## config.mk

```make
export PLATFORM = sky130hd
export DESIGN_NAME = agu_top
export DESIGN_NICKNAME = d
export VERILOG_FILES = /design/src/rtl/agu_pkg.sv /design/src/rtl/agu_sext.sv /design/src/rtl/agu_adder.sv /design/src/rtl/agu_decode.sv /design/src/rtl/agu_top.sv
export SDC_FILE = /design/constraint.sdc
export NUM_CORES = 1
export LEC_CHECK = 0
export BUFFER_PORTS_ARGS = -buffer_cell sky130_fd_sc_hd__buf_2
export CAP_MARGIN = 20
export CORE_AREA = 8 8 133 135
export DETAILED_ROUTE_END_ITERATION = 8
export DIE_AREA = 0 0 141 143
export GPL_TIMING_DRIVEN = 0
export PLACE_DENSITY = 0.8
export RECOVER_POWER = 100
export SETUP_SLACK_MARGIN = 0.02
export SLEW_MARGIN = 20
export SYNTH_ARGS = -nofsm -noshare
export SYNTH_HDL_FRONTEND = slang
export SYNTH_HIERARCHICAL = 1
export SYNTH_SLANG_ARGS = --single-unit
export TNS_END_PERCENT = 10
```

## constraint.sdc

```tcl
create_clock -name clk -period 2.5 [get_ports clk]
set_clock_uncertainty 0.05 [all_clocks]
set_input_delay 0.25 -clock clk [delete_from_list [all_inputs] [get_ports clk]]
set_output_delay 0.25 -clock clk [all_outputs]
set_load 0.01 [all_outputs]
```

## src/rtl/agu_pkg.sv

```systemverilog
package agu_pkg;

  typedef enum logic [2:0] {
    MODE_REG    = 3'd0,
    MODE_RIMM   = 3'd1,
    MODE_POST   = 3'd2,
    MODE_BRANCH = 3'd3
  } agu_mode_e;

  typedef struct packed {
    logic use_base;
    logic use_sum;
    logic wb;
    logic branch;
    logic illegal;
  } agu_sel_t;

endpackage

```

## src/rtl/agu_sext.sv

```systemverilog
module agu_sext #(
  parameter int IN_W  = 16,
  parameter int OUT_W = 32
) (
  input  logic [IN_W-1:0]  din,
  output logic [OUT_W-1:0] dout
);
  localparam int EXT_W = OUT_W - IN_W;

  generate
    if (EXT_W > 0) begin : g_ext
      assign dout = {{EXT_W{din[IN_W-1]}}, din};
    end else begin : g_trunc
      assign dout = din[OUT_W-1:0];
    end
  endgenerate
endmodule

```

## src/rtl/agu_adder.sv

```systemverilog
module agu_adder #(
  parameter int W = 32
) (
  input  logic [W-1:0] a,
  input  logic [W-1:0] b,
  output logic [W-1:0] sum
);
  assign sum = a + b;
endmodule

```

## src/rtl/agu_decode.sv

```systemverilog
module agu_decode
  import agu_pkg::*;
(
  input  logic       valid,
  input  logic [2:0] mode,
  output agu_sel_t   sel
);
  always_comb begin
    sel = '0;
    if (valid) begin
      case (mode)
        MODE_REG:    sel.use_base = 1'b1;
        MODE_RIMM:   sel.use_sum  = 1'b1;
        MODE_POST: begin
          sel.use_base = 1'b1;
          sel.wb       = 1'b1;
        end
        MODE_BRANCH: sel.branch   = 1'b1;
        default:     sel.illegal  = 1'b1;
      endcase
    end
  end
endmodule

```

## src/rtl/agu_top.sv

```systemverilog
module agu_top
  import agu_pkg::*;
#(
  parameter int ADDR_W = 32,
  parameter int IMM_W  = 16
) (
  input  logic              clk,
  input  logic              rst,
  input  logic              in_valid,
  input  logic [2:0]        in_mode,
  input  logic [ADDR_W-1:0] in_base,
  input  logic [IMM_W-1:0]  in_imm,
  input  logic [ADDR_W-1:0] in_pc,
  output logic              out_valid,
  output logic [ADDR_W-1:0] out_addr,
  output logic [ADDR_W-1:0] out_target,
  output logic              out_wb_en,
  output logic [ADDR_W-1:0] out_wb_data,
  output logic              out_illegal
);
  agu_sel_t          sel;
  logic [ADDR_W-1:0] imm_x;
  logic [ADDR_W-1:0] base_sum;
  logic [ADDR_W-1:0] pc_sum;
  logic [ADDR_W-1:0] nxt_addr;
  logic [ADDR_W-1:0] nxt_target;
  logic [ADDR_W-1:0] nxt_wb;

  agu_decode u_dec (
    .valid (in_valid),
    .mode  (in_mode),
    .sel   (sel)
  );

  agu_sext #(.IN_W(IMM_W), .OUT_W(ADDR_W)) u_sext (
    .din  (in_imm),
    .dout (imm_x)
  );

  // Base adder: feeds the address only in base-plus-offset mode,
  // and the write-back value in post-update mode.
  agu_adder #(.W(ADDR_W)) u_base_add (
    .a   (in_base),
    .b   (imm_x),
    .sum (base_sum)
  );

  agu_adder #(.W(ADDR_W)) u_pc_add (
    .a   (in_pc),
    .b   (imm_x),
    .sum (pc_sum)
  );

  always_comb begin
    nxt_addr = '0;
    if (sel.use_base) nxt_addr = in_base;
    else if (sel.use_sum) nxt_addr = base_sum;
  end

  assign nxt_target = sel.branch ? pc_sum : '0;
  assign nxt_wb     = sel.wb ? base_sum : '0;

  always_ff @(posedge clk) begin
    if (rst) begin
      out_valid   <= 1'b0;
      out_addr    <= '0;
      out_target  <= '0;
      out_wb_en   <= 1'b0;
      out_wb_data <= '0;
      out_illegal <= 1'b0;
    end else begin
      out_valid   <= in_valid;
      out_addr    <= nxt_addr;
      out_target  <= nxt_target;
      out_wb_en   <= sel.wb;
      out_wb_data <= nxt_wb;
      out_illegal <= sel.illegal;
    end
  end
endmodule

```

==> impl_results.md <==
* Synth area leader: dfxtp_1
* Largest cells by area after synthesis: dfxtp_1, ha_1, a21oi_1, and2_1, xnor2_1
* Worst EP required at 2700 ps
* Die height at 143 µm
* Worst-path clk slew at 70 ps
* Setup WS pre-CTS at -348 ps
* CP endpoint kind: flip-flop
* Diode count at 0
* First-pass GRT wire length at 31.4 mm
* Setup violations, final at 0
* Nets at 1121
* Number of synthesized register bits at 99
* Placer Congestion at 0.907
* Slowest CP cell: a31oi_1
* Area grow syn2layout at 19.5%
* CP Class: primary input to flip-flop
* Starting DRT DRC Count at 410
* Drt pass-1 iters at 5
* Status: finished clean
* Hold Crit Class: primary input to flip-flop
* Port buffer count at 167
* Ports at 185
* Vias per cell at 5.34
* Syn avg cell area at 8.66 µm²
* DP HPWL at 16.3 mm
* CP startpoint kind: primary input
* Vias in the first global route at 6165
* Grt total ovfl at 0
* Number of fill cells at 1551
* Post-CTS Hold Buffers at 0
* Placement Rows at 46
* Crit path buffers/inverters at 1
* Post-synth ARST share at 0%
* DRC at 0
* Hold path depth at 2
* Post-synth EDFFs at 0
* Crit path arrival time at 2610 ps
* Main synth FF type: dfxtp_1
* Lkg Pwr at 0.00348 µW
* Setup ws final at 80.8 ps
* Initial Util at 44.0%
* Clk buf depth at 2
* RSZ-0062 raised after global routing: true
* Largest net degree at the start of global routing at 18
* CP max stage delay at 390 ps
* Clock sinks at 99
* Final Hold Vio Count at 0
* Slew headroom at 67.3%
* Crit share post-route at 96.8%
* CTS tree: done
* Cell count after synthesis at 793
* Gr usage total at 19.5%
* Final WL at 20.0 mm
* Power Density at 534 nW/µm²
* Final hold slack at 66.6 ps
* Worst-margin pin slew at 490 ps
* FMAX at 0.413 GHz
* WL per Instance at 16.8 µm
* Share of cells above drive strength 1 at 18.3%
* Yosys cell types at 77
* CP Cell Sequence: buf_4 > ha_1 > fa_2 > a21o_1 > a221oi_4 > o211ai_4 > a31oi_1 > o21ai_0 > a21oi_1 > xnor2_1 > and2_1
* Syn Nets at 943
* Final min period at 2420 ps
* CTS buffer count at 9
* Die area at 20200 µm²
* Core area at 15600 µm²
* Crit Path Max Fanout at 4
* Antenna violations before repair at 0
* Seq/Total Area, Yosys at 28.9%
* Critical path depth at 11
* Die W at 141 µm
* Synth top area share at 28.9%
* Via count at 6361
* Number of synthesis warnings at 6
* Peak supply drop at 0.307 mV
* Post-route ant nets at 0
* Root Buffer: clkbuf_16
* CTS H-tree lvls at 3
* Delay-heaviest family, CP: compound AO/OA/AOI/OAI gates
* Synthesized cell area at 6870 µm²
* Slew Limit Fails at 0
* Max Cap Viol at 0
cell families after synthesis:
logic type | count (synthesis) | share of synthesized area [%]
AO/OA/AOI/OAI | 218 | 21.8
XOR/XNOR | 58 | 7.40
adder cells (fa/ha/maj) | 64 | 11.9
buffers and inverters | 85 | 7.96
flip-flops | 99 | 28.9
multiplexers | 2 | 0.292
AND/OR/NAND/NOR | 267 | 21.8
registers in the layout (all words and copies together) (netlist names):
register and count:
out_illegal 1, out_wb_data 32, out_valid 1, out_addr 32, out_wb_en 1, out_target 32
routing by layer:
layer	GRT usage, %	vias up	routed length [µm]
met2	32.7	217	9370
met4	5.94	0	315
met3	4.84	21	1330
met5	0	-	0
met1	24.2	2955	8990
li1	-	3168	-
cells in the mapped netlist, types with 3 or more instances:
| master | n |
|---|---|
| dfxtp_1 | 99 |
| a21oi_1 | 87 |
| and2_1 | 67 |
| nand2_1 | 66 |
| ha_1 | 62 |
| nand3b_1 | 33 |
| buf_4 | 32 |
| a21o_1 | 31 |
| xnor2_1 | 31 |
| nor2_1 | 30 |
| xor2_1 | 27 |
| o21ai_0 | 26 |
| nand4_1 | 16 |
| nand3_1 | 15 |
| buf_2 | 14 |
| clkbuf_1 | 13 |
| inv_1 | 13 |
| buf_6 | 12 |
| nor3_1 | 8 |
| o21bai_1 | 7 |
| a31oi_1 | 6 |
| a211oi_1 | 5 |
| and3_1 | 5 |
| nor2b_1 | 5 |
| o21a_1 | 5 |
| o211ai_1 | 4 |
| a311oi_1 | 3 |
| a31o_2 | 3 |
| nor2b_4 | 3 |
| nor3b_1 | 3 |
| or2_2 | 3 |
layout by cell type, fill, tap and decap left out, drive strengths merged, types with 8 or more instances in the layout:
cell type,instances
a21o,31
clkbuf,131
nor2b,8
buf,119
a21oi,87
nand3b,33
ha,62
inv,17
xnor2,31
nand4,16
nand3,15
nand2,66
and2,68
dfxtp,99
xor2,27
nor3,8
o21ai,28
nor2,31
o21bai,8
report_power, final:
group | internal, µW | switching, µW | total, µW
Combinational | 547 | 746 | 1290
Sequential | 1610 | 8.08 | 1620
Clock | 845 | 625 | 1470
Total | 3000 | 1380 | 4380
stage by stage:
stage | setup TNS, ps | total power [µW] | util (%) | area [µm²] | cells
after floorplan | -19.4 | 2590 | - | 6890 | 793
after global placement | -5930 | 2900 | 51.2 | 7990 | 1176
after detailed placement | -6500 | 2910 | 51.2 | 7990 | 1176
after CTS | 0 | 4390 | 53.3 | 8320 | 1192
after global routing | -27.5 | 4610 | 52.6 | 8210 | 1192
final | 0 | 4380 | 52.6 | 8210 | 1192
cell type report:
type                       instances  area [µm²]  area share, %
inverter                          13        48.8          0.594
sequential                        99        1980           24.1
tap                              216         270           3.29
timing repair buffer             167         711           8.66
clock buffer                      11         253           3.08
multi-input combinational        609        4420           53.8
buffer                            72         463           5.64
clock inverter                     5        65.1          0.793
what timing repair did:
item                       CTS  global route
setup endpoints to repair    1            20
pin swaps                    1             3
gates resized for setup      1            17
setup buffers                0             0
worst paths after layout:
check	start	end	slack, ps
hold / removal	rst	out_valid	70
setup / recovery	in_imm[0]	out_target[24]	80
Power figures use the tool's default switching activity.
